<file path="config.mk">
export PLATFORM = sky130hd
export DESIGN_NAME = reconf_csr
export DESIGN_NICKNAME = d
export VERILOG_FILES = /design/src/rtl/reconf_csr_pkg.sv /design/src/rtl/rcsr_store.sv /design/src/rtl/rcsr_cmd.sv /design/src/rtl/rcsr_rdmux.sv /design/src/rtl/reconf_csr.sv
export SDC_FILE = /design/constraint.sdc
export NUM_CORES = 1
export LEC_CHECK = 0
export BUFFER_PORTS_ARGS = -buffer_cell sky130_fd_sc_hd__buf_4
export CORE_MARGIN = 2
export CORE_UTILIZATION = 40
export DETAILED_ROUTE_END_ITERATION = 8
export GPL_TIMING_DRIVEN = 0
export PLACE_DENSITY = 0.77
export SYNTH_ARGS = -nofsm -noshare
export SYNTH_HDL_FRONTEND = slang
export SYNTH_HIERARCHICAL = 1
export SYNTH_SLANG_ARGS = --single-unit
export TNS_END_PERCENT = 50
</file>
<file path="constraint.sdc">
create_clock -name clk_i -period 1.4 [get_ports clk_i]
set_input_delay 0.14 -clock clk_i [delete_from_list [all_inputs] [get_ports clk_i]]
set_output_delay 0.14 -clock clk_i [all_outputs]
set_load 0.1 [all_outputs]
</file>
<file path="src/rtl/reconf_csr_pkg.sv">
package reconf_csr_pkg;
  localparam int CAUSE_W = 5;

  localparam logic [3:0] OFS_CAUSE   = 4'd0;
  localparam logic [3:0] OFS_TIMEOUT = 4'd1;
  localparam logic [3:0] OFS_WDT_EN  = 4'd2;
  localparam logic [3:0] OFS_IMG     = 4'd3;
  localparam logic [3:0] OFS_MODE    = 4'd4;
  localparam logic [3:0] OFS_KICK    = 4'd5;
  localparam logic [3:0] OFS_LAUNCH  = 4'd6;

  typedef struct packed {
    logic        wdt_en;
    logic        app_mode;
  } cfg_bits_t;
endpackage

</file>
<file path="src/rtl/rcsr_store.sv">
module rcsr_store
  import reconf_csr_pkg::*;
#(
  parameter int ADDR_W     = 4,
  parameter int DATA_W     = 32,
  parameter int WDT_W      = 12,
  parameter int IMG_ADDR_W = 24
) (
  input  logic                  clk_i,
  input  logic                  rst_ni,
  input  logic                  we_i,
  input  logic [ADDR_W-1:0]     addr_i,
  input  logic [DATA_W-1:0]     wdata_i,
  output logic [WDT_W-1:0]      timeout_o,
  output cfg_bits_t             bits_o,
  output logic [IMG_ADDR_W-1:0] img_o
);
  logic [WDT_W-1:0]      timeout_q;
  logic [IMG_ADDR_W-1:0] img_q;
  cfg_bits_t             bits_q;
  logic                  unused_wdata;

  assign unused_wdata = ^wdata_i;

  always_ff @(posedge clk_i or negedge rst_ni) begin
    if (!rst_ni) begin
      timeout_q <= '0;
      img_q     <= '0;
      bits_q    <= '0;
    end else if (we_i) begin
      case (addr_i)
        ADDR_W'(OFS_TIMEOUT): timeout_q       <= wdata_i[WDT_W-1:0];
        ADDR_W'(OFS_WDT_EN):  bits_q.wdt_en   <= wdata_i[0];
        ADDR_W'(OFS_IMG):     img_q           <= wdata_i[IMG_ADDR_W-1:0];
        ADDR_W'(OFS_MODE):    bits_q.app_mode <= wdata_i[0];
        default: ;
      endcase
    end
  end

  assign timeout_o = timeout_q;
  assign img_o     = img_q;
  assign bits_o    = bits_q;


  img_hold_chk: assert property (@(posedge clk_i) disable iff (!rst_ni)
    !$past(we_i && addr_i == ADDR_W'(OFS_IMG)) |-> $stable(img_q));
endmodule

</file>
<file path="src/rtl/rcsr_cmd.sv">
module rcsr_cmd (
  input  logic clk_i,
  input  logic rst_ni,
  input  logic kick_req_i,
  input  logic launch_req_i,
  input  logic done_i,
  output logic kick_o,
  output logic reconfig_o
);
  logic kick_q, recfg_q;

  always_ff @(posedge clk_i or negedge rst_ni) begin
    if (!rst_ni) begin
      kick_q  <= 1'b0;
      recfg_q <= 1'b0;
    end else begin
      kick_q <= kick_req_i;
      // a fresh launch wins over a same-cycle done
      if (launch_req_i)  recfg_q <= 1'b1;
      else if (done_i)   recfg_q <= 1'b0;
    end
  end

  assign kick_o     = kick_q;
  assign reconfig_o = recfg_q;


  reconfig_hold_chk: assert property (@(posedge clk_i) disable iff (!rst_ni)
    (recfg_q && !done_i) |=> recfg_q);
endmodule

</file>
<file path="src/rtl/rcsr_rdmux.sv">
module rcsr_rdmux
  import reconf_csr_pkg::*;
#(
  parameter int ADDR_W     = 4,
  parameter int DATA_W     = 32,
  parameter int WDT_W      = 12,
  parameter int IMG_ADDR_W = 24
) (
  input  logic                  clk_i,
  input  logic                  rst_ni,
  input  logic                  re_i,
  input  logic [ADDR_W-1:0]     addr_i,
  input  logic [CAUSE_W-1:0]    cause_i,
  input  logic [WDT_W-1:0]      timeout_i,
  input  cfg_bits_t             bits_i,
  input  logic [IMG_ADDR_W-1:0] img_i,
  output logic [DATA_W-1:0]     rdata_o
);
  logic [DATA_W-1:0] rd_mux, rdata_q;

  always_comb begin
    rd_mux = '0;
    case (addr_i)
      ADDR_W'(OFS_CAUSE):   rd_mux[CAUSE_W-1:0]    = cause_i;
      ADDR_W'(OFS_TIMEOUT): rd_mux[WDT_W-1:0]      = timeout_i;
      ADDR_W'(OFS_WDT_EN):  rd_mux[0]              = bits_i.wdt_en;
      ADDR_W'(OFS_IMG):     rd_mux[IMG_ADDR_W-1:0] = img_i;
      ADDR_W'(OFS_MODE):    rd_mux[0]              = bits_i.app_mode;
      default:              rd_mux                 = '0;
    endcase
  end

  always_ff @(posedge clk_i or negedge rst_ni) begin
    if (!rst_ni)    rdata_q <= '0;
    else if (re_i)  rdata_q <= rd_mux;
    else            rdata_q <= '0;
  end

  assign rdata_o = rdata_q;


  rdata_idle_chk: assert property (@(posedge clk_i) disable iff (!rst_ni)
    !re_i |=> rdata_q == '0);
endmodule

</file>
<file path="src/rtl/reconf_csr.sv">
module reconf_csr
  import reconf_csr_pkg::*;
#(
  parameter int ADDR_W     = 4,
  parameter int DATA_W     = 32,
  parameter int WDT_W      = 12,
  parameter int IMG_ADDR_W = 24
) (
  input  logic                  clk_i,
  input  logic                  rst_ni,
  input  logic [ADDR_W-1:0]     addr_i,
  input  logic                  read_i,
  input  logic                  write_i,
  input  logic [DATA_W-1:0]     wdata_i,
  output logic [DATA_W-1:0]     rdata_o,
  output logic                  waitreq_o,
  input  logic [4:0]            cause_i,
  input  logic                  done_i,
  output logic [WDT_W-1:0]      wdt_timeout_o,
  output logic                  wdt_en_o,
  output logic [IMG_ADDR_W-1:0] img_addr_o,
  output logic                  app_mode_o,
  output logic                  kick_o,
  output logic                  reconfig_o
);
  cfg_bits_t cfg_bits;
  logic      kick_req, launch_req;

  assign waitreq_o  = 1'b0;
  assign kick_req   = write_i && addr_i == ADDR_W'(OFS_KICK)   && wdata_i[0];
  assign launch_req = write_i && addr_i == ADDR_W'(OFS_LAUNCH) && wdata_i[0];

  rcsr_store #(.ADDR_W(ADDR_W), .DATA_W(DATA_W), .WDT_W(WDT_W), .IMG_ADDR_W(IMG_ADDR_W)) u_store (
    .clk_i, .rst_ni, .we_i(write_i), .addr_i, .wdata_i,
    .timeout_o(wdt_timeout_o), .bits_o(cfg_bits), .img_o(img_addr_o)
  );

  assign wdt_en_o   = cfg_bits.wdt_en;
  assign app_mode_o = cfg_bits.app_mode;

  rcsr_cmd u_cmd (
    .clk_i, .rst_ni, .kick_req_i(kick_req), .launch_req_i(launch_req),
    .done_i, .kick_o, .reconfig_o
  );

  rcsr_rdmux #(.ADDR_W(ADDR_W), .DATA_W(DATA_W), .WDT_W(WDT_W), .IMG_ADDR_W(IMG_ADDR_W)) u_rd (
    .clk_i, .rst_ni, .re_i(read_i), .addr_i, .cause_i,
    .timeout_i(wdt_timeout_o), .bits_i(cfg_bits), .img_i(img_addr_o), .rdata_o
  );


  kick_src_chk: assert property (@(posedge clk_i) disable iff (!rst_ni)
    kick_o |-> $past(write_i && addr_i == ADDR_W'(OFS_KICK) && wdata_i[0]));

  launch_src_chk: assert property (@(posedge clk_i) disable iff (!rst_ni)
    $rose(reconfig_o) |-> $past(write_i && addr_i == ADDR_W'(OFS_LAUNCH) && wdata_i[0]));

  release_src_chk: assert property (@(posedge clk_i) disable iff (!rst_ni)
    $fell(reconfig_o) |-> $past(done_i));

  wo_read_zero_chk: assert property (@(posedge clk_i) disable iff (!rst_ni)
    (read_i && addr_i >= ADDR_W'(OFS_KICK)) |=> rdata_o == '0);

  no_stall_chk: assert property (@(posedge clk_i) disable iff (!rst_ni) !waitreq_o);
endmodule

</file>
== Yosys cells after proc, flatten, opt, wreduce, memory -nomap -nowiden ==
Cells that the tools add are included.
W data, S select, Z words.

* Bits in registers: 64
* Input port bits: 46
* Output and inout port bits: 73
* Logic and storage cells: 30

* Eq/ne operators: 6
* Muxes and demuxes: 7
* Reductions and logical operators: 10

{| class="wikitable"
|+ Operators with widths
! kind !! count
|-
| $mux W24 || 1
|-
| $pmux W7 S2 || 1
|-
| $eq A4 B3 Y1 const B || 3
|-
| $mux W12 || 1
|-
| $pmux W4 S3 || 1
|-
| $eq A4 B2 Y1 const B || 2
|-
| $reduce_and A2 Y1 || 4
|-
| $pmux W1 S5 || 1
|-
| $eq A4 B1 Y1 const B || 1
|-
| $logic_and A1 B1 Y1 || 4
|-
| $logic_not A4 Y1 || 1
|-
| $mux W1 || 2
|-
| $reduce_bool A2 Y1 || 1
|}

== Logic depth before layout (Yosys ltp) ==
* Depth in word-level cells: 4
* Depth in mapped cells: 5
* Mapped depth without buffers: 3

== Hierarchy ==
Netlist, hierarchy kept.

{| class="wikitable"
|+ Modules (own cells, without submodules)
! module !! times used !! cells each !! area an instance (um^2) !! seq. area each (um^2)
|-
| rcsr_store || 1 || 86 || 1584.0 || 950.9
|-
| rcsr_rdmux || 1 || 88 || 1071.0 || 600.6
|-
| rcsr_cmd || 1 || 4 || 61.3 || 50.0
|-
| reconf_csr || 1 || 5 || 60.1 || 0.0
|}

== Worst setup path after synthesis ==
Ideal clock, no wire load.

* Path kind: reg2reg
* From: register u_store.img_q[0] (netlist: u_store/img_o[0])
* To: register u_rd.rdata_q[0] (netlist: u_rd/rdata_o[0])
* Library setup time: 131 ps
* Data arrival time: 1400 ps
* Data required time: 1269 ps
* Setup slack: -131 ps
* Cell stages (with the launch flop): 4
* Buffers on the path: 0
* Clock period less this slack: 1531 ps
* Cell sequence: dfrtp_1 -> mux2_2 -> a32oi_1 -> o21ai_0

* Longest elaborated chain between the ends: 2

{| class="wikitable"
|+ RTL lines
! what !! line !! RTL
|-
| from (decl) || rcsr_store.sv:19 || <nowiki>logic [IMG_ADDR_W-1:0] img_q;</nowiki>
|-
| from (signal assigned) || rcsr_store.sv:34 || <nowiki>ADDR_W'(OFS_IMG): img_q <= wdata_i[IMG_ADDR_W-1:0];</nowiki>
|-
| $pmux W1 S5 || rcsr_rdmux.sv:23 || <nowiki>case (addr_i)</nowiki>
|-
| $mux W24 || rcsr_rdmux.sv:35 || <nowiki>else if (re_i) rdata_q <= rd_mux;</nowiki>
|-
| to (signal assigned) || rcsr_rdmux.sv:35 ||
|-
| to (decl) || rcsr_rdmux.sv:19 || <nowiki>logic [DATA_W-1:0] rd_mux, rdata_q;</nowiki>
|}

Every way passes these cells.
A chain may end at the register's enable or synchronous reset.

== Worst setup path after layout ==
* From: input addr_i[3]
* To: register u_store.timeout_q[8] (netlist: u_store/timeout_o[8])

* Longest elaborated chain between the ends: 2

{| class="wikitable"
|+ RTL lines
! what !! line !! RTL
|-
| from (decl) || reconf_csr.sv:11 || <nowiki>input logic [ADDR_W-1:0] addr_i,</nowiki>
|-
| $eq A4 B1 Y1 || rcsr_store.sv:31 || <nowiki>case (addr_i)</nowiki>
|-
| $reduce_and A2 Y1 (no source line) || - ||
|-
| to (signal assigned) || rcsr_store.sv:32 || <nowiki>ADDR_W'(OFS_TIMEOUT): timeout_q <= wdata_i[WDT_W-1:0];</nowiki>
|-
| to (decl) || rcsr_store.sv:18 || <nowiki>logic [WDT_W-1:0] timeout_q;</nowiki>
|}

Every way passes these cells.

==> reports/qor.yml <==
detailed_routing:
  vias: 1813
  drc: 0
  drt_wl_total_um: 5940
  viasPerCell: 4.67
  drt_first_iter_violations: 67
  ant_nets: 0
  wire_per_inst_um: 15.3
  first_pass_iters: 4
cts:
  ctsResizeCount: 0
  numCtsBuffers: 9
  clk_pin_slew_worst_paths_ns: 0.07
  cts_tree: "yes"
  htreeDepth: 3
  clock_latency_ns: 0.33
  cts.sinks: 64
  cts_root_buf: "clkbuf_8"
  ctsLongestPathBuffers: 2
die:
  rows: 30
  fp.coreArea_um2: 6760
  initial_core_util: 0.411
  die_x_um: 87.3
  io_pins: 119
  die_area_um2: 7620
  fp.dieH_um: 87.3
sta:
  clock.fmax_ghz: 0.834
  setup_viol: 0
  layout_setup_ws_ns: 0.201
  slew_viol_final: 0
  maxSlewHeadroom: 0.472
  skew_ns: 0.00550
  tightest_slew_ns: 0.792
  tns_ns: 0
  finalHoldViolations: 0
  hold_ws_ns: 0.0254
  min_period_ns: 1.20
  rsz0062_at_grt: "false"
  fin_crit_sh: 0.857
synthesis:
  avgSynthCellArea_um2: 15.2
  synth_largest_area_cell: "dfrtp_1"
  synth_cells: 183
  yosys_warnings: 6
  synthTopCellsByArea: "dfrtp_1 (58%), mux2_4 (11%), mux2_2 (8.1%)"
  yosysTopAreaCellShare: 0.577
  syn_area_um2: 2780
  ys_seq_elements: 64
  ys_seq_area_frac: 0.577
  synth_cell_types: 29
power_and_ir_drop:
  powerDensity_nw_per_um2: 1890
  cellLeakagePower_nw: 2.07
  power_mw: 7.38
  irDropWorstVdd_v: 0.00102
final_layout:
  diodes: 0
  fin_util: 0.579
  most-common-layout-cells: "buf_4 (112), dfrtp_1 (60), mux2_2 (20), mux2_4 (20), and2_2 (13)"
  areaGrowthSynthToFinish_pct: 40.8
  final_common_cell: "buf_4"
  drive_gt1_frac: 0.636
  finalNetCount: 349
placement:
  dp_slack_ns: -0.155
  port-buffer-count: 101
  dp_hpwl_um: 4230
  place_congestion: 0.768
setup_path:
  cp-start-kind: "primary input"
  cp_data_required_time_ns: 1.62
  worstSetupPathType: "in2reg"
  r2r-start: "u_store/img_o[0]"
  crit_fanout: 10
  reg2reg_to: "u_rd/rdata_o[0]"
  ff2ff_path_depth: 3
  setup.worst_path.end_class: "register"
  arrival_ns: 1.42
  crit_path_start: "addr_i[3]"
  r2r_setup_slack_ns: 0.29
global_route:
  grt_pass1_wl_um: 8910
  grt_max_degree: 65
  antenna_found_initial: 0
  grt-ovfl-total: 0
  grt_pass1_vias: 1771
  grt_usage: 0.157
worst_hold_path:
  hp-class: "in2reg"
  worstHoldStart: "addr_i[1]"
  hold_path_depth: 2
  holdPathEnd: "u_cmd/kick_o"
status:
  outcome: "completed"
run:
  drv_cap: 0
-- cells in the mapped netlist --
cell and n:
nor3b_4 1, nor4b_1 1, buf_12 2, nand4b_4 1
buf_4 11, mux2i_1 11, nor4b_4 1, nand2b_1 1
o21ai_0 5, a32oi_1 1, mux2_2 20, nand4bb_1 1
inv_1 1, nor2_1 7, and3_4 1, nand3b_1 2
dfrtp_1 64, a21o_1 1, mux2_4 20, nand3_1 4
and2_1 3, conb_1 2, nor3b_1 1, nand2_1 1
and2_2 13, buf_2 2, nor3b_2 2, buf_6 2
nand2b_4 1
-- critical path, cell delays in order --
cell and delay, ns:
buf_4 0.14, nand2b_4 0.15, nor4b_4 0.34, buf_4 0.29
mux2_2 0.36
-- where the power goes --
part / switching [mW] / internal [mW] / total, mW
registers: 0.211 / 2.13 / 2.34
clock network: 0.652 / 1.15 / 1.80
logic: 2.47 / 0.767 / 3.24
-- per-layer routing --
layer,GRT usage,up-vias,share of wire
li1,-,850,-
met3,0.0531,12,0.080
met1,0.199,875,0.42
met2,0.243,76,0.48
met4,0.0713,0,0.019
met5,0,-,0
-- sequential cells by signal, summed over array words and instances, names as in the netlist --
signal	flops
u_cmd/kick_o	1
u_store/img_o	24
u_cmd/reconfig_o	1
u_rd/rdata_o	24
u_store/bits_o	2
u_store/timeout_o	12
-- stage by stage --
step / instances / cell area, µm²
2_1_floorplan: 190 / 2810
3_3_place_gp: 371 / 3670
3_5_place_dp: 371 / 3670
4_1_cts: 388 / 3910
5_1_grt: 388 / 3910
6_report: 388 / 3910
-- kinds of logic after synthesis --
kind of cell | count (synthesis) | synth area share
AOI/OAI and AO/OA | 7 | 0.0149
and+or+nand+nor | 41 | 0.119
muxes | 51 | 0.229
other | 2 | 0.00270
DFF | 64 | 0.577
buffers and inverters | 18 | 0.0572
-- area by class of cell --
class                           instances  area [µm²]
Fill cell                             566        2850
Sequential cell                        64        1610
Tap cell                               80         100
Buffer                                 17         155
Timing Repair Buffer                  102         768
Inverter                                1        3.75
Multi-Input combinational cell        108        1040
Clock buffer                           14         173
Clock inverter                          2        60.1
-- worst max-delay path by stage --
| stage | endpoint | slack [ns] |
|---|---|---|
| after floorplan | u_rd/rdata_o[2] | -0.006 |
| final | u_store/timeout_o[8] | 0.20 |
| after CTS | img_addr_o[6] | 0.20 |
| after global placement | u_store/timeout_o[10] | -0.14 |
| after global routing | u_store/timeout_o[9] | 0.17 |
| after detailed placement | u_store/timeout_o[8] | -0.15 |
-- what timing repair did --
item | CTS | global route
buffers inserted | 0 | 0
hold buffers | 1 | 0
endpoints found under the hold margin | 64 | 0
Note: power is estimated with default switching activity, not from simulation.
